File: config.mk
export PLATFORM = sky130hd
export DESIGN_NAME = hsa_iter_adder
export DESIGN_NICKNAME = d
export VERILOG_FILES = /design/src/rtl/hsa_pkg.sv /design/src/rtl/hsa_bit_cell.sv /design/src/rtl/hsa_zero_detect.sv /design/src/rtl/hsa_ctrl.sv /design/src/rtl/hsa_iter_adder.sv
export SDC_FILE = /design/constraint.sdc
export NUM_CORES = 1
export LEC_CHECK = 0
export BUFFER_PORTS_ARGS = -buffer_cell sky130_fd_sc_hd__clkbuf_2
export CORE_UTILIZATION = 56
export CTS_BUF_LIST = sky130_fd_sc_hd__clkbuf_4
export CTS_CLUSTER_SIZE = 30
export DETAILED_ROUTE_END_ITERATION = 6
export PLACE_DENSITY_LB_ADDON = 0.3
export SKIP_LAST_GASP = 1
export SLEW_MARGIN = 30
export SYNTH_ARGS = -nofsm -noshare
export SYNTH_HDL_FRONTEND = slang
export SYNTH_HIERARCHICAL = 1
export SYNTH_SLANG_ARGS = --single-unit
File: constraint.sdc
create_clock -name clk -period 3.65 [get_ports clk]
set_clock_uncertainty 0.05 [all_clocks]
set_input_delay 0.5475 -clock clk [delete_from_list [all_inputs] [get_ports clk]]
set_output_delay 0.5475 -clock clk [all_outputs]
set_load 0.1 [all_outputs]
File: src/rtl/hsa_pkg.sv
package hsa_pkg;

    typedef enum logic [1:0] {
        PH_IDLE = 2'd0,
        PH_RUN  = 2'd1,
        PH_FIN  = 2'd2
    } hsa_phase_e;

    typedef struct packed {
        logic s;
        logic c;
    } ha_out_t;

    function automatic ha_out_t half_add(input logic x, input logic y);
        ha_out_t r;
        r.s = x ^ y;
        r.c = x & y;
        return r;
    endfunction

endpackage

File: src/rtl/hsa_bit_cell.sv
module hsa_bit_cell
    import hsa_pkg::*;
(
    input  logic sel,
    input  logic op_a,
    input  logic op_b,
    input  logic fb_sum,
    input  logic fb_carry,
    output logic sum_nx,
    output logic carry_nx
);
    logic    x_in;
    logic    y_in;
    ha_out_t res;

    always_comb begin
        x_in     = sel ? fb_sum   : op_a;
        y_in     = sel ? fb_carry : op_b;
        res      = half_add(x_in, y_in);
        sum_nx   = res.s;
        carry_nx = res.c;
    end
endmodule

File: src/rtl/hsa_zero_detect.sv
module hsa_zero_detect #(
    parameter int WIDTH = 8
) (
    input  logic [WIDTH-1:0] vec,
    output logic             all_zero
);
    assign all_zero = ~(|vec);
endmodule

File: src/rtl/hsa_ctrl.sv
module hsa_ctrl
    import hsa_pkg::*;
(
    input  logic       clk,
    input  logic       rst,
    input  logic       start,
    input  logic       carries_zero,
    output hsa_phase_e phase,
    output logic       sel,
    output logic       load_en,
    output logic       step_en,
    output logic       done
);
    hsa_phase_e phase_q;

    always_comb begin
        sel     = (phase_q == PH_RUN);
        load_en = start && (phase_q != PH_RUN);
        step_en = (phase_q == PH_RUN) && !carries_zero;
        done    = (phase_q == PH_FIN) && !sel;
        phase   = phase_q;
    end

    always_ff @(posedge clk) begin
        if (rst) begin
            phase_q <= PH_IDLE;
        end else if (load_en) begin
            phase_q <= PH_RUN;
        end else if ((phase_q == PH_RUN) && carries_zero) begin
            phase_q <= PH_FIN;
        end
    end
endmodule

File: src/rtl/hsa_iter_adder.sv
module hsa_iter_adder
    import hsa_pkg::*;
#(
    parameter int WIDTH = 8
) (
    input  logic             clk,
    input  logic             rst,
    input  logic             start,
    input  logic [WIDTH-1:0] opa,
    input  logic [WIDTH-1:0] opb,
    output logic [WIDTH-1:0] sum,
    output logic             cout,
    output logic             done
);
    localparam int MSB = WIDTH - 1;

    hsa_phase_e       phase;
    logic             sel;
    logic             load_en;
    logic             step_en;
    logic             carries_zero;
    logic             running;
    logic [WIDTH-1:0] s_q;
    logic [WIDTH-1:0] cy_q;
    logic [WIDTH-1:0] cin_fb;
    logic [WIDTH-1:0] s_nx;
    logic [WIDTH-1:0] c_nx;
    logic             sticky_q;

    // carry into bit i is the carry out of bit i-1; bit 0 receives none
    assign cin_fb  = {cy_q[MSB-1:0], 1'b0};
    assign running = (phase == PH_RUN);

    hsa_ctrl u_ctrl (
        .clk          (clk),
        .rst          (rst),
        .start        (start),
        .carries_zero (carries_zero),
        .phase        (phase),
        .sel          (sel),
        .load_en      (load_en),
        .step_en      (step_en),
        .done         (done)
    );

    hsa_zero_detect #(.WIDTH(WIDTH)) u_zero (
        .vec      (cy_q),
        .all_zero (carries_zero)
    );

    for (genvar i = 0; i < WIDTH; i++) begin : g_bit
        hsa_bit_cell u_cell (
            .sel      (sel),
            .op_a     (opa[i]),
            .op_b     (opb[i]),
            .fb_sum   (s_q[i]),
            .fb_carry (cin_fb[i]),
            .sum_nx   (s_nx[i]),
            .carry_nx (c_nx[i])
        );
    end

    always_ff @(posedge clk) begin
        if (rst) begin
            s_q      <= '0;
            cy_q     <= '0;
            sticky_q <= 1'b0;
        end else if (load_en || step_en) begin
            s_q      <= s_nx;
            cy_q     <= c_nx;
            sticky_q <= load_en ? c_nx[MSB] : (sticky_q | c_nx[MSB]);
        end
    end

    assign sum  = s_q;
    assign cout = sticky_q;
endmodule

==> impl_metrics.json, run 1 <==
{
  "worstPathRequired_ns": 3.83,
  "reg2reg_to": "cy_q[2]",
  "worstSetupStartpoint": "cy_q[7]",
  "hold_viol": 0,
  "grt_pass1_vias": 845,
  "cts_tree": "built",
  "maxSlewViolCount": 0,
  "p_total_w": 0.000640,
  "clkTransAtPathRegs_ns": 0.12,
  "holdBufCountCts": 0,
  "antenna_found_initial": 0,
  "tns_ns": 0,
  "rrSetupSlack_ns": 1.60,
  "ir_drop_v": 0.000291,
  "drtIter0Drc": 12,
  "coreArea_sq_um": 1780,
  "io_buffers": 28,
  "initial_utilization_pct": 62.1,
  "h-tree-depth": 1,
  "grt_max_degree": 34,
  "area_growth_syn_to_layout_pct": 14.2,
  "run_status": "completed",
  "worst_slew_pin_slew_ns": 0.936,
  "post-route-drc-count": 0,
  "cts_resized": 0,
  "seq_area_sq_um": 380,
  "fp.dieH_microns": 46.5,
  "fillerInstances": 157,
  "cts_setup_buffers": 0,
  "ios": 29,
  "grt_use_total_pct": 22.9,
  "place_congestion": 0.748,
  "cp-start-kind": "flop",
  "syn_nets": 142,
  "ys_seq_area_share_pct": 34.4,
  "multi_input_comb_area_sq_um": 674,
  "avgViaCountPerCell": 5.78,
  "hpwlAfterDp_mm": 1.52,
  "dieArea_sq_um": 2160,
  "r2r_start": "cy_q[7]",
  "grt_pass1_wl_mm": 3.46,
  "fin_cells": 165,
  "synth.ff_latch_count": 19,
  "vias": 954,
  "syn_inst": 115,
  "chipWidth_microns": 46.5,
  "final_common_cell": "clkbuf_2",
  "timing.fmax_mhz": 489,
  "wl_mm": 2.18,
  "synth.top_cell.area_share_pct": 34.4,
  "wl_per_cell_microns": 13.2,
  "layout_worst_path_cycle_share_pct": 56.0,
  "root_buffer": "clkbuf_4",
  "max-cap-violations": 0,
  "arrival_ns": 2.22,
  "cts_buffers": 3,
  "drt-pass1-iter-count": 4,
  "setup.worst_path.end": "cy_q[2]",
  "power_leakage_nw": 0.531,
  "powerDensity_nw_per_um2": 506,
  "relSlewSlack_pct": 37.6,
  "layout-drive-gt1-share_pct": 37.1,
  "avgSynthCellArea_sq_um": 9.63,
  "finalSetupViolations": 0,
  "final_cell_mix": "clkbuf_2 (28), dfxtp_1 (19), a21oi_1 (18), or3b_1 (16), mux2_2 (16)",
  "num_rows": 15,
  "overflow": 0,
  "synth_top_area_cell": "dfxtp_1",
  "synth_area_sq_um": 1110,
  "cts_buffer_depth": 2,
  "crit_type": "reg2reg",
  "r2r_cells": 6,
  "ys_warn_count": 6,
  "diodes": 0,
  "min_path_type": "reg2reg",
  "utilization_pct": 70.9,
  "route.antenna.remaining_nets": 0,
  "synth.area.top_cells": "dfxtp_1 (34%), mux2_2 (16%), or3b_1 (13%)",
  "critPathMaxFanout": 32,
  "synth.distinct_cells": 21,
  "endpoint_kind": "flop",
  "placed_cells": 161,
  "nets": 168,
  "cts_sinks": 19,
  "fin_crit_ns": 2.05,
  "clock_latency_ns": 0.30,
  "rsz0062_at_grt": "false"
}
## cells in the mapped netlist
cell type  instances
a211oi_2           1
a21oi_1           18
and2_1             1
buf_1              1
buf_2              3
buf_6              2
clkbuf_1           2
conb_1             1
dfxtp_1           19
ha_1               8
inv_2              1
mux2_2            16
nand2b_1           2
nand2b_2           1
nand3b_1           1
nor2_1             3
nor2b_1            1
o21ai_0            4
o21ai_1           12
or3b_1            16
or4_1              2
## where the power goes
group	switching, W	leakage [nW]	internal [W]
combinational	0.000199	0.357	0.0000858
clock	0.0000667	0.0177	0.0000408
sequential	0.0000166	0.155	0.000231
## worst max-delay path: stages, from the launching register on
cell and delay (ns):
dfxtp_1 0.33, or4_1 0.52, nor2_1 0.22, nor2_1 0.08
buf_4 0.22, or3b_1 0.40, a21oi_1 0.14
## metrics by stage
stage	setup slack [ns]	instance area (sq um)	hold WS [ns]
CTS	1.62	1260	0.445
floorplan	1.37	1110	0.400
global route	1.48	1260	0.455
global placement	1.72	1240	0.410
detailed placement	1.66	1240	0.427
finish	1.60	1260	0.442
## metal layers
| metal | vias up | global-route usage (%) | routed length [microns] |
|---|---|---|---|
| met5 | - | 0 | 0 |
| met4 | 0 | 10.6 | 12 |
| met3 | 2 | 3.53 | 83 |
| met2 | 26 | 40.0 | 1090 |
| met1 | 451 | 27.0 | 991 |
| li1 | 475 | - | - |
## logic make-up (layout without fill, tap and decap cells)
logic type,Yosys count,after routing,synth area share (%)
fa+ha+maj,8,8,9.04
mux,16,16,16.3
buf+inv,9,34,4.74
simple gates,27,27,18.8
other cells,1,1,0.339
compound gates,35,35,16.5
flops,19,19,34.3
## state kept, by name (all words and copies together) (netlist names)
| name | cells |
|---|---|
| sum | 8 |
| cout | 1 |
| u_ctrl/phase | 2 |
| cy_q | 8 |
## final cells by class
type,count,share of cell area (%)
Multi-Input combinational cell,87,53.3
Sequential cell,19,30.1
Timing Repair Buffer,29,11.7
Tap cell,25,2.47
Clock buffer,3,1.78
Clock inverter,1,0.396
Inverter,1,0.297
## worst min path at each step
| stage | startpoint | end | slack (ns) | cells past startpoint |
|---|---|---|---|---|
| 2_1_floorplan | u_ctrl/phase[1] | u_ctrl/phase[1] | 0.40 | 2 |
| 3_3_place_gp | cout | cout | 0.41 | 2 |
| 3_5_place_dp | cout | cout | 0.43 | 2 |
| 4_1_cts | cout | cout | 0.45 | 2 |
| 5_1_grt | cout | cout | 0.45 | 2 |
| 6_report | cout | cout | 0.44 | 2 |
Note: power is estimated with default switching activity, not from simulation.
==> run 2, diff against run 1 <==
- CORE_UTILIZATION: 56 -> 54
- clock period: 3.65 -> 1.9 ns (I/O delays scaled with it)
==> run 2 against run 1 <==
  * Critical path depth unchanged
  * Fmax increased by 9.0%
  * Global-route usage decreased by 0.95 points
  * Cell count increased by 7.3%
  * Sequential cell count unchanged
  * Worst hold slack got worse by 0.23 ns
  * Combinational power increased by 130%
  * Register-to-register slack got worse by 1.6 ns
  * Clock power increased by 110%
  * Wire length increased by 7.7%
==> impl_metrics.json, run 2 (synthesis gave the netlist of run 1 again) <==
{
  "diodes": 0,
  "drtIter0Drc": 4,
  "fp.dieH_microns": 47.3,
  "seq_area_sq_um": 382,
  "hold_viol": 0,
  "wl_per_cell_microns": 13.2,
  "nets": 178,
  "post-route-drc-count": 0,
  "chipWidth_microns": 47.3,
  "max-cap-violations": 0,
  "antenna_found_initial": 0,
  "rsz0062_at_grt": "true",
  "overflow": 0,
  "clkTransAtPathRegs_ns": 0.11,
  "initial_utilization_pct": 57.0,
  "worst_slew_pin_slew_ns": 0.540,
  "endpoint_kind": "flop",
  "ios": 29,
  "timing.fmax_mhz": 533,
  "cp-start-kind": "flop",
  "grt_pass1_wl_mm": 3.47,
  "fillerInstances": 153,
  "cp_cell_sequence": "or4_4 -> nor2_4 -> nor2_4 -> buf_12 -> or3b_4 -> a21oi_2",
  "layout_worst_path_cycle_share_pct": 98.8,
  "crit_type": "reg2reg",
  "dieArea_sq_um": 2240,
  "io_buffers": 28,
  "relSlewSlack_pct": 64.1,
  "h-tree-depth": 1,
  "finalSetupViolations": 0,
  "cp_slowest_stage_delay_ns": 0.54,
  "clock_latency_ns": 0.30,
  "run_status": "completed",
  "final_cell_mix": "clkbuf_2 (28), dfxtp_1 (18), a21oi_1 (16), mux2_2 (16), or3b_1 (14)",
  "p_total_w": 0.00137,
  "multi_input_comb_area_sq_um": 712,
  "grt_max_degree": 25,
  "cp_common_cell": "nor2_4",
  "layout-drive-gt1-share_pct": 48.0,
  "clockPowerShare_pct": 16.8,
  "maxSlewViolCount": 0,
  "power_leakage_nw": 0.594,
  "place_congestion": 0.827,
  "utilization_pct": 72.7,
  "arrival_ns": 2.07,
  "fin_crit_ns": 1.88,
  "p_switching_w": 0.000578,
  "seq_power_share_pct": 34.9,
  "route.antenna.remaining_nets": 0,
  "cts_buffer_depth": 2,
  "grt_pass1_vias": 813,
  "ir_drop_v": 0.000615,
  "grt_use_total_pct": 22.0,
  "critPathMaxFanout": 20,
  "path_buf_inv": 1,
  "vias": 967,
  "root_buffer": "clkbuf_4",
  "critPathTopFamily": "simple AND/OR/NAND/NOR gates",
  "swShare_pct": 42.3,
  "area_growth_syn_to_layout_pct": 27.5,
  "fin_cells": 177,
  "cts_buffers": 3,
  "powerDensity_nw_per_um2": 968,
  "cts_sinks": 19,
  "combPwrFrac_pct": 48.3,
  "cts_tree": "built",
  "placed_cells": 170,
  "avgViaCountPerCell": 5.46,
  "final_common_cell": "clkbuf_2",
  "hpwlAfterDp_mm": 1.62,
  "num_rows": 16,
  "wl_mm": 2.34,
  "hold-worst-slack_ns": 0.214,
  "worstPathRequired_ns": 2.09,
  "drt-pass1-iter-count": 4,
  "min_path_type": "in2reg",
  "coreArea_sq_um": 1940,
  "internal_power_w": 0.000789,
  "cp_slowest_cell": "or4_4"
}
## run 2: final cells by class
type,count,area share [%]
clock buffer,4,2.13
sequential,19,27.0
tap,27,2.39
timing repair buffer,39,17.6
inverter,1,0.443
multi-input combinational,87,50.4
## run 2: worst paths after layout
check | startpoint | to | slack, ns | cells after the start
worst min-delay path | start | u_ctrl/phase[1] | 0.21 | 3
worst max-delay path | cy_q[1] | cy_q[5] | 0.02 | 6
worst min register to register | cout | cout | 0.44 | 2
worst max register to register | cy_q[1] | cy_q[5] | 0.02 | 6
## run 2: stage by stage
stage | area, sq um | TNS [ns] | worst slack, ns
2_1_floorplan | 1110 | 0 | 0.0810
3_3_place_gp | 1320 | 0 | 0.0699
3_5_place_dp | 1320 | -0.00228 | -0.00228
4_1_cts | 1360 | 0 | 0.0209
5_1_grt | 1410 | -0.0250 | -0.0109
6_report | 1410 | 0 | 0.0230
## run 2: worst min-delay path: cells and delay by family
family	cells	cell delay [ns]
simple gates	1	0.10
buf+inv	1	0.09
compound gates	1	0.05
## run 2: per-layer routing
metal / wire [microns] / vias up / GRT usage (%)
li1: - / 493 / -
met1: 1080 / 443 / 27.9
met2: 1120 / 24 / 38.6
met3: 72 / 7 / 4.62
met4: 66 / 0 / 3.43
met5: 0 / - / 0
## run 2: power by group through the flow
stage          logic [W]  clock network [W]  registers, W
3_5_place_dp    0.000602                  0      0.000485
6_report        0.000660           0.000229      0.000477
4_1_cts         0.000611           0.000225      0.000476
2_1_floorplan   0.000265                  0      0.000684
5_1_grt         0.000709           0.000245      0.000483
3_3_place_gp    0.000591                  0      0.000481
## run 2: repair_timing
item,in CTS,in global routing
gates resized for setup,2,10
hold buffers,0,0
pin swaps,0,3
setup endpoints to repair,8,15
buffers inserted,0,3
